### src/rtl/rxf_pkg.sv
package rxf_pkg;

   localparam int LVL_W = 5;

   // Receive trigger level decode; the ordering is deliberately nonlinear.
   function automatic logic [LVL_W-1:0] trig_level(input logic sel0, input logic sel1);
      logic [LVL_W-1:0] lvl;
      case ({sel0, sel1})
         2'b00:   lvl = 5'd1;
         2'b01:   lvl = 5'd4;
         2'b10:   lvl = 5'd8;
         default: lvl = 5'd14;
      endcase
      return lvl;
   endfunction

endpackage

### src/rtl/rxf_ctl.sv
module rxf_ctl (
   input  logic       clk,
   input  logic       rst_n,
   input  logic       wr,
   input  logic [7:0] wdata,
   output logic       fifo_en,
   output logic       dma_sel,
   output logic       sel0,
   output logic       sel1,
   output logic       tx_flush,
   output logic       rx_clear
);

   localparam int BIT_SEL0  = 0;
   localparam int BIT_SEL1  = 1;
   localparam int BIT_DMA   = 4;
   localparam int BIT_FLUSH = 5;
   localparam int BIT_EN    = 7;

   logic dma_bit;

   always_ff @(posedge clk or negedge rst_n) begin
      if (!rst_n) begin
         fifo_en  <= 1'b0;
         dma_bit  <= 1'b0;
         sel0     <= 1'b0;
         sel1     <= 1'b0;
         tx_flush <= 1'b0;
      end else begin
         tx_flush <= wr & wdata[BIT_FLUSH];
         if (wr) begin
            fifo_en <= wdata[BIT_EN];
            dma_bit <= wdata[BIT_DMA];
            sel0    <= wdata[BIT_SEL0];
            sel1    <= wdata[BIT_SEL1];
         end
      end
   end

   assign dma_sel  = fifo_en & dma_bit;
   assign rx_clear = wr & (wdata[BIT_EN] ^ fifo_en);

   // a flush pulse is always the echo of a flush write one cycle earlier
   a_r10_flush_from_write: assert property (@(posedge clk) disable iff (!rst_n)
      tx_flush |-> $past(wr && wdata[BIT_FLUSH]));

   // the flush bit is not held; no pulse without a fresh write
   a_r10_flush_self_clear: assert property (@(posedge clk) disable iff (!rst_n)
      !(wr && wdata[BIT_FLUSH]) |=> !tx_flush);

endmodule

### src/rtl/rxf_store.sv
module rxf_store #(
   parameter  int DEPTH = 16,
   parameter  int W     = 8,
   localparam int AW    = $clog2(DEPTH),
   localparam int CW    = $clog2(DEPTH + 1)
) (
   input  logic          clk,
   input  logic          rst_n,
   input  logic          clear,
   input  logic          single,
   input  logic          push,
   input  logic [W-1:0]  din,
   input  logic          pop,
   output logic [W-1:0]  dout,
   output logic [CW-1:0] count,
   output logic          ovr_evt
);

   logic [AW-1:0] wr_ptr, rd_ptr;
   logic [CW-1:0] cap;
   logic          pop_ok, push_ok, wr_en;
   logic [W-1:0]  ent [DEPTH];

   assign cap     = single ? CW'(1) : CW'(DEPTH);
   assign pop_ok  = pop & (count != '0);
   assign push_ok = push & ((count < cap) | pop_ok);
   assign wr_en   = push_ok & ~clear;
   assign ovr_evt = push & ~push_ok & ~clear;

   generate
      for (genvar g = 0; g < DEPTH; g++) begin : g_ent
         logic [W-1:0] q;
         always_ff @(posedge clk) begin
            if (wr_en && wr_ptr == AW'(g)) q <= din;
         end
         assign ent[g] = q;
      end
   endgenerate

   assign dout = ent[rd_ptr];

   always_ff @(posedge clk or negedge rst_n) begin
      if (!rst_n) begin
         wr_ptr <= '0;
         rd_ptr <= '0;
         count  <= '0;
      end else if (clear) begin
         wr_ptr <= '0;
         rd_ptr <= '0;
         count  <= '0;
      end else begin
         if (push_ok) wr_ptr <= wr_ptr + AW'(1);
         if (pop_ok)  rd_ptr <= rd_ptr + AW'(1);
         count <= count + CW'(push_ok) - CW'(pop_ok);
      end
   end

   // occupancy never exceeds the storage depth
   a_r4_no_overflow: assert property (@(posedge clk) disable iff (!rst_n)
      count <= CW'(DEPTH));

   // unbuffered mode never holds more than one character
   a_r6_single_slot: assert property (@(posedge clk) disable iff (!rst_n)
      single |-> count <= CW'(1));

   // an arrival into empty storage is visible on the next cycle
   a_r3_push_lands: assert property (@(posedge clk) disable iff (!rst_n)
      (push && count == '0 && !clear) |=> count != '0);

   // a clear leaves the storage empty
   a_r11_clear_empties: assert property (@(posedge clk) disable iff (!rst_n)
      clear |=> count == '0);

endmodule

### src/rtl/rxf_status.sv
module rxf_status #(
   parameter  int CW      = 5,
   parameter  int TXDEPTH = 16,
   localparam int TXCW    = $clog2(TXDEPTH + 1)
) (
   input  logic            clk,
   input  logic            rst_n,
   input  logic [CW-1:0]   count,
   input  logic [CW-1:0]   lvl,
   input  logic            fifo_en,
   input  logic            dma_sel,
   input  logic            ovr_evt,
   input  logic            lsr_rd,
   input  logic [TXCW-1:0] tx_used,
   output logic            overrun,
   output logic            trig_hit,
   output logic            rxrdy,
   output logic            txrdy
);

   logic at_lvl, nonempty, arm;

   assign nonempty = count != '0;
   assign at_lvl   = count >= lvl;
   assign trig_hit = fifo_en ? at_lvl : nonempty;

   always_ff @(posedge clk or negedge rst_n) begin
      if (!rst_n)        arm <= 1'b0;
      else if (!nonempty) arm <= 1'b0;
      else if (at_lvl)    arm <= 1'b1;
   end

   always_ff @(posedge clk or negedge rst_n) begin
      if (!rst_n)       overrun <= 1'b0;
      else if (ovr_evt) overrun <= 1'b1;
      else if (lsr_rd)  overrun <= 1'b0;
   end

   assign rxrdy = dma_sel ? ((at_lvl | arm) & nonempty) : nonempty;
   assign txrdy = dma_sel ? (tx_used < TXCW'(TXDEPTH)) : (tx_used == '0);

   // a status read without a new event clears the flag
   a_r5_read_clears: assert property (@(posedge clk) disable iff (!rst_n)
      (lsr_rd && !ovr_evt) |=> !overrun);

   // an overrun event always sets the flag, even against a status read
   a_r5_event_sets: assert property (@(posedge clk) disable iff (!rst_n)
      ovr_evt |=> overrun);

   // no receive request while storage is empty
   a_r8_idle_no_request: assert property (@(posedge clk) disable iff (!rst_n)
      !nonempty |-> !rxrdy);

   // in mode 1 a raised request holds while data remains and mode is unchanged
   a_r8_request_holds: assert property (@(posedge clk) disable iff (!rst_n)
      (rxrdy && dma_sel) |=> (!nonempty || !dma_sel || rxrdy));

endmodule

### src/rtl/rx_line_buffer.sv
module rx_line_buffer #(
   parameter  int DEPTH   = 16,
   parameter  int TXDEPTH = 16,
   localparam int CW      = $clog2(DEPTH + 1),
   localparam int TXCW    = $clog2(TXDEPTH + 1)
) (
   input  logic            clk,
   input  logic            rst_n,
   input  logic            ctl_wr,
   input  logic [7:0]      ctl_wdata,
   input  logic            rx_valid,
   input  logic [7:0]      rx_char,
   input  logic            rbr_rd,
   output logic [7:0]      rbr_data,
   input  logic            lsr_rd,
   input  logic [TXCW-1:0] tx_used,
   output logic            data_ready,
   output logic            overrun,
   output logic            trig_hit,
   output logic            rxrdy,
   output logic            txrdy,
   output logic            tx_flush
);
   import rxf_pkg::*;

   generate
      if (DEPTH < 16 || (DEPTH & (DEPTH - 1)) != 0) begin : g_bad_depth
         $error("rx_line_buffer: DEPTH must be a power of two of at least 16");
      end
      if (TXDEPTH < 1) begin : g_bad_txdepth
         $error("rx_line_buffer: TXDEPTH must be positive");
      end
   endgenerate

   logic          fifo_en, dma_sel, sel0, sel1, rx_clear, ovr_evt;
   logic [CW-1:0] count, lvl;

   rxf_ctl u_ctl (
      .clk      (clk),
      .rst_n    (rst_n),
      .wr       (ctl_wr),
      .wdata    (ctl_wdata),
      .fifo_en  (fifo_en),
      .dma_sel  (dma_sel),
      .sel0     (sel0),
      .sel1     (sel1),
      .tx_flush (tx_flush),
      .rx_clear (rx_clear)
   );

   assign lvl = CW'(trig_level(sel0, sel1));

   rxf_store #(.DEPTH(DEPTH), .W(8)) u_store (
      .clk     (clk),
      .rst_n   (rst_n),
      .clear   (rx_clear),
      .single  (~fifo_en),
      .push    (rx_valid),
      .din     (rx_char),
      .pop     (rbr_rd),
      .dout    (rbr_data),
      .count   (count),
      .ovr_evt (ovr_evt)
   );

   rxf_status #(.CW(CW), .TXDEPTH(TXDEPTH)) u_status (
      .clk      (clk),
      .rst_n    (rst_n),
      .count    (count),
      .lvl      (lvl),
      .fifo_en  (fifo_en),
      .dma_sel  (dma_sel),
      .ovr_evt  (ovr_evt),
      .lsr_rd   (lsr_rd),
      .tx_used  (tx_used),
      .overrun  (overrun),
      .trig_hit (trig_hit),
      .rxrdy    (rxrdy),
      .txrdy    (txrdy)
   );

   assign data_ready = count != '0;

   // mode 1 signalling is never active while unbuffered
   a_r9_mode_gated: assert property (@(posedge clk) disable iff (!rst_n)
      (!fifo_en && tx_used != '0) |-> !txrdy);

endmodule

### config.mk
export PLATFORM = sky130hd
export DESIGN_NAME = rx_line_buffer
export DESIGN_NICKNAME = d
export VERILOG_FILES = /design/src/rtl/rxf_pkg.sv /design/src/rtl/rxf_ctl.sv /design/src/rtl/rxf_store.sv /design/src/rtl/rxf_status.sv /design/src/rtl/rx_line_buffer.sv
export SDC_FILE = /design/constraint.sdc
export NUM_CORES = 1
export LEC_CHECK = 0
export BUFFER_PORTS_ARGS = -buffer_cell sky130_fd_sc_hd__buf_2
export CORE_MARGIN = 1
export CORE_UTILIZATION = 50
export DETAILED_ROUTE_END_ITERATION = 10
export PLACE_DENSITY = 0.78
export SETUP_SLACK_MARGIN = 0.4
export SYNTH_ARGS = -nofsm -noshare
export SYNTH_HDL_FRONTEND = slang
export SYNTH_SLANG_ARGS = --single-unit
### constraint.sdc
create_clock -name clk -period 5.15 [get_ports clk]
set_clock_uncertainty 0.2 [all_clocks]
set_input_delay 0.2575 -clock clk [delete_from_list [all_inputs] [get_ports clk]]
set_output_delay 0.2575 -clock clk [all_outputs]
set_load 0.02 [all_outputs]
# == After elaboration in Yosys (flattened, before gate mapping) ==
# Cells that the tools add are included.
# W data, S select, Z words.
# word_totals
regBits,148
inputBits,27
output_inout_bits,14
wordCells,107
# classes
addsub,4
magnitude_cmp,4
eq_ne,18
muxes,17
bitwise_logic,15
n_reduce_logical,23
# ops
operator,n
$bmux W8 S4,1
$eq A4 B4 Y1 const B,8
$eq A4 B3 Y1 const B,4
$logic_and A1 B1 Y1,16
$mux W4,4
$mux W8,2
$pmux W4 S3,1
$mux W5,2
$and A1 B1 Y1,9
$add A4 B1 Y4 const B,2
$eq A4 B2 Y1 const B,2
$mux W1,7
$reduce_bool A2 Y1,3
$add A5 B1 Y5,1
$ge A5 B4 Y1,1
$ge A5 B5 Y1 const B,1
$logic_not A5 Y1,1
$lt A5 B5 Y1,1
$lt A5 B5 Y1 const B,1
$not A4 Y5,1
$reduce_bool A5 Y1,1
$sub A5 B1 Y5,1
$eq A4 B1 Y1 const B,1
$logic_not A4 Y1,1
other kinds (7),9

# == Depth between registers and ports, before layout ==
# Gate-level depths: netlist of the first run.
# logic_depth
word_depth,8
mapped_depth,16

# == Modules after synthesis ==
# A second synthesis of the first run with hierarchy kept.
# unflattened
hier_cells,375
hier_area_um2,6392.4
# by_module_without_submodules
module,n_inst,cells_per_inst,area_each_um2,seq_area_each_um2
rxf_store,1,323,5919.4,4169.0
rxf_status,1,30,235.2,50.0
rxf_ctl,1,13,200.2,125.1
rx_line_buffer,1,9,37.5,0.0

# == Least setup slack after synthesis of the first run ==
# OpenSTA, ideal clock, no wires.
# synth_path
path_kind,register to register
from,reg u_store.count[3]
to,reg u_store.count[4]
setup_ps,132
arrival_time_ps,2722
t_required_ps,4818
slack_ps,2096
stages_incl_launch_ff,17
path_cell_list,dfrtp_1 -> inv_1 -> ha_1 -> nor4b_2 -> inv_2 -> and2_4 -> buf_6 -> ha_1 -> inv_1 -> ha_1 -> inv_1 -> fa_1 -> nor2_1 -> nor2_1 -> o21bai_1 -> xnor2_1 -> nor2_1
# synth_between
elab_chain_len,7
elab_cells_between_ends,8
# synth_rtl
item,line,source
start: declaration,rxf_store.sv:15,"output logic [CW-1:0] count,"
start signal: assignment,rxf_store.sv:54,count <= count + CW'(push_ok) - CW'(pop_ok);
$reduce_bool A5 Y1 (*),-,
named net data_ready,rx_line_buffer.sv:17,"output logic data_ready,"
$and A1 B1 Y1 (*),rxf_store.sv:25,assign pop_ok = pop & (count != '0);
$or A1 B1 Y1,rxf_store.sv:26,assign push_ok = push & ((count < cap) | pop_ok);
$and A1 B1 Y1,rxf_store.sv:26,
$add A5 B1 Y5,rxf_store.sv:54,
$sub A5 B1 Y5 (*),rxf_store.sv:54,
$mux W5 (*),rxf_store.sv:47,end else if (clear) begin
# Mark *: on every way through the listed nets, which the timed path passes. The rest lies on a longest branch.
# A chain may end at the register's enable or synchronous reset.

# == Worst setup path after layout of the first run ==
# layout_path
from,reg u_store.rd_ptr[0]
to,out rbr_data[6]
# layout_between
elab_chain_len,4
# layout_rtl
item,line,source
start: declaration,rxf_store.sv:19,"logic [AW-1:0] wr_ptr, rd_ptr;"
start signal: assignment,rxf_store.sv:53,if (pop_ok) rd_ptr <= rd_ptr + AW'(1);
$not A4 Y5 (implied by the code),rxf_store.sv:40,assign dout = ent[rd_ptr];
$bmux W8 S4,rxf_store.sv:40,
$mux W8 (implied by the code) (2 in a row),rxf_store.sv:40,
end: declaration,rx_line_buffer.sv:14,"output logic [7:0] rbr_data,"
# Every way passes these cells. The select of a mux whose other input is x is not followed.

==> reports/results.env, run 1 <==
SYN_TO_FINAL_GROWTH_PCT=16.42
POST-ROUTE-DRC-COUNT=0
NETSWITCHINGFRACTION_PCT=29.52
SYNTH_AREA_LEADER_CELL='sky130_fd_sc_hd__edfxtp_1'
GLOBALROUTE.TOTALOVERFLOW=0
PLACE.PORT_BUFFERS=37
POWER-PER-CELL-AREA_nW_PER_UM2=505.7
VIAS=3159
DIE_HEIGHT_UM=113.3
WIRELENGTH_UM=11830
SYNTH_ENABLE_FLOP_CELLS=128
CLK_PIN_SLEW_WORST_PATHS_NS=0.06
HPWLAFTERDP_UM=7110
P_LEAK_nW=2.522
SLOWEST_DELAY_NS=0.69
CTS_SINKS=148
DRTANTENNAVIOLNETS=0
RUN_STATUS='finished clean'
CTS.HTREE.LEVELS=4
WORSTPATHARRIVAL_NS=2.84
CORE_UM2=12060
SETUP_VIOLATIONS=0
WL_PER_CELL_UM=20.68
SYNTH-MAIN-FF-CELL='sky130_fd_sc_hd__edfxtp_1'
PRECTSSETUPSLACK_NS=1.928
WORSTPATHCELLLIST='buf_4, mux4_2, mux4_2, buf_2'
FIRST_GLOBAL_VIAS=3331
TOTAL_ROUTING_RESOURCE_UTILIZATION_AFTER_GLOBAL_ROUTING_PCT=20.60
WORST_PATH_DOMINANT_CELL_FAMILY='multiplexers'
FINAL_UTIL_PCT=59.78
CTS-BUFFERS-INSERTED=17
MAX-SLEW-MARGIN-REL_PCT=29.21
TIMING.CRITICAL_PATH.FROM_TYPE='flop'
SYN-CELL-AREA_UM2=6193
NUMBER_OF_ANTENNA_REPAIR_DIODES=0
MAX-CLOCK-PATH-BUFFERS=2
WARNINGS_SYNTHESIS=0
MIN_PERIOD_OVER_PERIOD_PCT=63.99
POSTSYNTHCELLCOUNT=332
FIN_CRIT_NS=3.296
NUMBER_OF_ANTENNA_VIOLATIONS_AT_THE_FIRST_CHECK_IN_GLOBAL_ROUTING=0
LAYOUT_COMMON_CELLS='sky130_fd_sc_hd__edfxtp_1, sky130_fd_sc_hd__mux4_2, sky130_fd_sc_hd__buf_2'
POST_DRT_VIA_CELL_RATIO=5.523
POWER_W=0.003647
CLOCK_INSERTION_DELAY_WORST_SKEW_NS=0.41
TIMING.FMAX_GHz=0.3034
CLOCK_POWER_SHARE_PCT=30.0
YS_FF_LATCH=148
FULL_DIE_AREA_UM2=12840
CRIT_SLOWEST_CELL='sky130_fd_sc_hd__dfrtp_2'
TIGHTEST_SLEW_NS=1.058
GP_CONGESTION=0.7727
WORSTSETUPPATHTYPE='reg2out'
GRT_PASS1_WL_UM=18610
SETUP_TNS_NS=0
IR_DROP_mV=0.3778
X_DIMENSION_OF_THE_DIE_UM=113.3
SYNTH.DISTINCT_CELLS=38
MAXIMUM_NUMBER_OF_PINS_ON_ONE_NET_BEFORE_GLOBAL_ROUTE_REPAIR=36
SYN_NETS=378
NET-SWITCHING-POWER_W=0.001076
CTS.REPAIR.RESIZED=0
TRITONCTS='done'
WORSTPATHREQUIRED_NS=4.69
DRIVE_ABOVE_1_SHARE_PCT=28.96
ROOT_BUFFER='sky130_fd_sc_hd__clkbuf_16'
LAYOUT_SETUP_WS_NS=1.854
SYNTH_TOP_CELL_AREA_SHARE_PCT=62.06
TIMING.CRITICAL_PATH.FANOUT_MAX=20
SEQUENTIAL_POWER_SHARE_PCT=41.5
CRIT_BUF_INV=2
WORSTSETUPENDPOINTTYPE='output pin'
SYN-MEAN-INSTANCE-AREA_UM2=18.65
TIMING.FINAL.MAX_SLEW_VIOLATIONS=0
WORSTHOLDPATHTYPE='in2reg'
FP-ROW-COUNT=40
SYNTH_AREA_LEADERS='sky130_fd_sc_hd__edfxtp_1, sky130_fd_sc_hd__mux4_2, sky130_fd_sc_hd__dfrtp_1, sky130_fd_sc_hd__ha_1, sky130_fd_sc_hd__nor2_1'
INITIAL_CORE_UTIL_PCT=51.35
DETAILED_PLACE.AREA_UM2=6548
SYNTH-SEQ-AREA-SHARE_PCT=70.14
SHARE_COMB_OF_TOTAL_POWER_PCT=28.5
LAYOUT.NETS=439
ASYNCSETRESETFLOPFRACSYNTH_PCT=13.51
FINAL_AREA_UM2=7211
DRTPASS1ITERATIONS=5
POST_CTS_SETUP_BUFFERS=0
FIRST_ITER_VIOLATIONS=279
FINAL_COMMON_CELL='sky130_fd_sc_hd__edfxtp_1'
INTPOWER_W=0.002570
GRT_SETUP_UNREPAIRED='false'
IO_PINS=41
CRIT_PATH_FREQUENT_CELL='sky130_fd_sc_hd__mux4_2'
HOLD_VIOL=0
MAXCAPVIOLATIONS=0
## layout make-up
class	count	area, µm²
clock buffer	20	436.7
multi-input combinational	154	1705
tap	168	210.2
fill	852	4851
timing repair buffer	57	370.4
inverter	15	56.30
sequential	148	4345
clock inverter	10	86.33
## synth_stat cells (all sizes together) (2+ instances only)
library cell / number
o211a: 2
nand2b: 3
mux4: 40
dfrtp: 20
ha: 18
xor2: 4
and2: 5
a31oi: 2
xnor2: 6
nor2: 32
a21oi: 4
clkbuf: 5
inv: 15
mux2i: 2
edfxtp: 128
nor3: 5
o21ai: 6
nand2: 12
buf: 10
## routing by layer
metal	global-route usage, %	wire length, µm	share of wire [%]	vias to the layer above
met3	5.356	696	5.9	16
met1	26.32	4903	41	1607
met4	8.684	178	1.5	0
met2	33.74	6051	51	123
li1	-	-	-	1413
met5	0	0	0	-
## worst paths after layout
| path | depth (start not counted) | start | end | slack (ns) |
|---|---|---|---|---|
| max in group asynchronous | 2 | rst_n | u_store.rd_ptr[0] | 4.26 |
| hold / removal | 2 | ctl_wr | u_ctl.dma_bit | 0.02 |
| min in group asynchronous | 2 | rst_n | u_store.count[3] | 0.14 |
| hold reg to reg | 1 | u_ctl.dma_bit | u_ctl.dma_bit | 0.31 |
| setup reg to reg | 7 | u_ctl.fifo_en | u_store.g_ent[9].q[2] | 1.87 |
| setup / recovery | 4 | u_store.rd_ptr[0] | rbr_data[6] | 1.85 |
## power by group through the flow
stage	clock [W]	combinational [W]	sequential (W)
CTS	0.00111	0.00105	0.00151
global placement	0	0.00100	0.00153
floorplan	0	0.000859	0.00146
global route	0.00116	0.00114	0.00153
finish	0.00110	0.00104	0.00151
detailed placement	0	0.00102	0.00154
## per-stage QoR
stage,hold slack (ns),std cells
floorplan,-0.2381,332
finish,0.02000,572
global route,0.02081,572
global placement,0.03667,528
detailed placement,0.04365,528
CTS,0.004421,572
## registers in the layout, indices dropped and copies added (netlist names)
signal            cells
u_ctl.dma_bit         1
u_ctl.fifo_en         1
u_ctl.sel0            1
u_ctl.sel1            1
u_ctl.tx_flush        1
u_status.arm          1
u_status.overrun      1
u_store.count         5
u_store.g_ent.q     128
u_store.rd_ptr        4
u_store.wr_ptr        4
## cell families after synthesis
| kind of cell | after synthesis | synth area share, % |
|---|---|---|
| XOR/XNOR | 10 | 1.414 |
| buffers and inverters | 30 | 2.323 |
| adder cells (fa/ha/maj) | 19 | 3.960 |
| flip-flops | 148 | 70.14 |
| AND/OR/NAND/NOR | 64 | 4.788 |
| AO/OA/AOI/OAI | 18 | 2.323 |
| multiplexers | 43 | 15.05 |
## repair_timing
action / in CTS / in global routing
hold endpoints to repair: 26 / 0
endpoints found under the setup margin: 0 / 0
hold buffers: 14 / 0
(Power assumes the default switching activity.)
==> run 2, diff against run 1 <==
--- a/config.mk
+++ b/config.mk
@@ -9,7 +9,7 @@
 export CORE_MARGIN = 1
 export CORE_UTILIZATION = 50
 export DETAILED_ROUTE_END_ITERATION = 10
-export PLACE_DENSITY = 0.78
+export PLACE_DENSITY = 0.8
 export SETUP_SLACK_MARGIN = 0.4
 export SYNTH_ARGS = -nofsm -noshare
 export SYNTH_HDL_FRONTEND = slang
==> constraint.sdc (replaced) <==
create_clock -name clk -period 2.9 [get_ports clk]
set_clock_uncertainty 0.2 [all_clocks]
set_input_delay 0.145 -clock clk [delete_from_list [all_inputs] [get_ports clk]]
set_output_delay 0.145 -clock clk [all_outputs]
set_load 0.02 [all_outputs]
==> run 2 against run 1 <==
Against the previous run: design area rose by 17%; non-clock buffer count increased by 61; register-to-register slack worse by 2.0 ns; via count increased by 14%; first-iteration DRC count up 1.4%; the run now ends with setup timing left; critical path depth increased by 10; clock-buffer cell count fell by 1; largest cell class unchanged; sequential cell count stayed put; die area unchanged; power rose by 120%; hold slack got worse by 0.0074 ns; global-route usage rose by 4.4 points.
==> reports/results.env, run 2 (same netlist as run 1, synthesis figures left out) <==
RUN_STATUS='finished, violations left'
VIOLATIONS='setup timing'
TIMING.CRITICAL_PATH.FANOUT_MAX=4
PLACE.PORT_BUFFERS=37
TIMING.REG2REG.SETUP_SLACK_NS=-0.1
CORE_UM2=12060
WORSTPATHREQUIRED_NS=2.99
WIRELENGTH_UM=14970
TOP_USAGE_LAYER='met2'
STDCELL_COUNT=635
P_LEAK_nW=2.969
CTS.HTREE.LEVELS=4
TIMING.RR.END='u_store.count[4]'
SYN_TO_FINAL_GROWTH_PCT=36.67
HOLD_VIOL=0
LAYOUT_SETUP_WS_NS=-0.09876
TOTAL_ROUTING_RESOURCE_UTILIZATION_AFTER_GLOBAL_ROUTING_PCT=25.00
WL_PER_CELL_UM=23.58
MAX-SLEW-MARGIN-REL_PCT=49.38
LAYOUT.NETS=500
FULL_DIE_AREA_UM2=12840
FIRST_GLOBAL_VIAS=3725
TIMING.FMAX_GHz=0.3335
NUMBER_OF_ANTENNA_VIOLATIONS_AT_THE_FIRST_CHECK_IN_GLOBAL_ROUTING=0
TRITONCTS='done'
MAX-CLOCK-PATH-BUFFERS=2
DRIVE_ABOVE_1_SHARE_PCT=43.90
CLOCK_INSERTION_DELAY_WORST_SKEW_NS=0.42
REGISTERS_WITH_THE_MOST_FLIP_FLOPS='u_store.g_ent.q (128), u_store.count (5)'
GRTUSAGEMET3_PCT=6.963
TIMING.REG2REG.WORST_PATH_DEPTH=14
X_DIMENSION_OF_THE_DIE_UM=113.3
WORSTSETUPPATHTYPE='reg2reg'
FINAL_COMMON_CELL='sky130_fd_sc_hd__edfxtp_1'
SETUP_VIOLATIONS=1
HPWLAFTERDP_UM=7195
FP-ROW-COUNT=40
TIGHTEST_SLEW_NS=0.7593
CTS-BUFFERS-INSERTED=17
GRT_PASS1_WL_UM=21800
GLOBALROUTEMET1UTIL_PCT=30.57
CRIT_PATH_START='u_store.count[2]'
ROOT_BUFFER='sky130_fd_sc_hd__clkbuf_16'
R2R_START='u_store.count[2]'
GRT_SETUP_UNREPAIRED='true'
TIMING.FINAL.MAX_SLEW_VIOLATIONS=0
PLACED_CELLS_INCL_TAPS=544
POWER_W=0.007932
POWER-PER-CELL-AREA_nW_PER_UM2=937.1
INITIAL_CORE_UTIL_PCT=51.35
MAXIMUM_NUMBER_OF_PINS_ON_ONE_NET_BEFORE_GLOBAL_ROUTE_REPAIR=36
WORSTHOLDPATHTYPE='in2async'
DIE_HEIGHT_UM=113.3
FIN_CRIT_NS=2.999
WORSTPATHARRIVAL_NS=3.09
MAXCAPVIOLATIONS=0
LARGEST_REGISTER_FF_COUNT=128
DRTPASS1ITERATIONS=5
GRT.MET2_USAGE_PCT=42.29
CLK_PIN_SLEW_WORST_PATHS_NS=0.06
WORSTSETUPENDPOINTTYPE='flop'
IR_DROP_mV=0.4634
DRTANTENNAVIOLNETS=0
GP_CONGESTION=0.7817
POST_DRT_VIA_CELL_RATIO=5.672
LAYOUT_COMMON_CELLS='sky130_fd_sc_hd__edfxtp_1, sky130_fd_sc_hd__mux4_2, sky130_fd_sc_hd__buf_2'
FILLERINSTANCES=691
TIMING.CRITICAL_PATH.FROM_TYPE='flop'
POST-ROUTE-DRC-COUNT=0
FIRST_ITER_VIOLATIONS=283
BIGGEST_REGISTER='u_store.g_ent.q'
GLOBALROUTE.TOTALOVERFLOW=0
NUMBER_OF_ANTENNA_REPAIR_DIODES=0
CP-ENDPOINT='u_store.count[4]'
IO_PINS=41
MIN_PERIOD_OVER_PERIOD_PCT=103.4
VIAS=3602
CTS_SINKS=148
run 2: cell count changes in the layout (fill, tap and decap cells not counted), moves of 5 or more:
cell                            previous run  this run
sky130_fd_sc_hd__buf_2                    37        29
sky130_fd_sc_hd__inv_2                     1         9
sky130_fd_sc_hd__ha_4                      0         5
sky130_fd_sc_hd__nor2_4                    0        12
sky130_fd_sc_hd__buf_16                    0         5
sky130_fd_sc_hd__buf_6                     0        25
sky130_fd_sc_hd__nor2_1                   32        20
sky130_fd_sc_hd__dlygate4sd3_1            14        27
sky130_fd_sc_hd__inv_1                    14         6
sky130_fd_sc_hd__buf_12                    0        13
sky130_fd_sc_hd__buf_4                     6        18
sky130_fd_sc_hd__ha_1                     18        13
run 2: final cells by class:
class	count	area, µm²	area share, %
clock buffers	19	432.9	5.115
clock inverters	13	180.2	2.129
flip-flops and latches	148	4345	51.34
repair buffers	118	1245	14.71
well taps	168	210.2	2.483
multi-input cells	154	1994	23.56
inverters	15	56.30	0.6652
run 2: critical path: stages, from the launching register on:
cell and delay (ns):
sky130_fd_sc_hd__dfrtp_1 0.40, sky130_fd_sc_hd__inv_2 0.14, sky130_fd_sc_hd__ha_4 0.15, sky130_fd_sc_hd__or2b_1 0.26, sky130_fd_sc_hd__a221oi_4 0.30, sky130_fd_sc_hd__o21ai_4 0.08, sky130_fd_sc_hd__inv_2 0.07, sky130_fd_sc_hd__ha_4 0.14
sky130_fd_sc_hd__inv_2 0.04, sky130_fd_sc_hd__fa_2 0.36, sky130_fd_sc_hd__nor2_1 0.16, sky130_fd_sc_hd__nor2_1 0.09, sky130_fd_sc_hd__o21bai_1 0.20, sky130_fd_sc_hd__xnor2_1 0.20, sky130_fd_sc_hd__nor2_1 0.08
run 2: worst min-delay path by stage:
stage          startpoint               end  cells past startpoint
2_1_floorplan       rst_n     u_ctl.dma_bit                      0
3_3_place_gp        rst_n  u_store.count[2]                      1
3_5_place_dp        rst_n  u_store.count[2]                      1
4_1_cts             rst_n      u_status.arm                      2
5_1_grt             rst_n        u_ctl.sel1                      2
6_report            rst_n      u_status.arm                      2
run 2: stage by stage:
step / utilization (%) / hold WS [ns] / setup TNS, ns / worst slack (ns) / instance area, µm²
CTS: 69.39 / 0.0006871 / 0 / 0.1152 / 8369
global route: 70.18 / 0.03097 / -0.1691 / -0.1691 / 8464
floorplan: - / -0.3506 / 0 / 0.09091 / 6357
global placement: 57.57 / -0.08057 / 0 / 0.1099 / 6944
detailed placement: 57.57 / -0.07571 / 0 / 0.05270 / 6944
finish: 70.18 / 0.01263 / -0.09876 / -0.09876 / 8464
run 2: per-layer routing:
| layer | share of wire (%) | vias up |
|---|---|---|
| met5 | 0 | - |
| met1 | 37 | 1843 |
| li1 | - | 1545 |
| met3 | 6.6 | 29 |
| met4 | 2.5 | 0 |
| met2 | 54 | 185 |
run 2: power breakdown:
group          switching [W]  internal, W
registers           0.000163      0.00248
clock network       0.000846      0.00144
logic                0.00140      0.00160
total                0.00241      0.00552
run 2: timing repair:
action                                 CTS  global route
resized for setup                       54            13
cloned                                   5             0
hold buffers                            28             0
endpoints found under the hold margin  158             0
buffers inserted                        19             8
setup endpoints to repair              142           143
pin swaps                               17             8
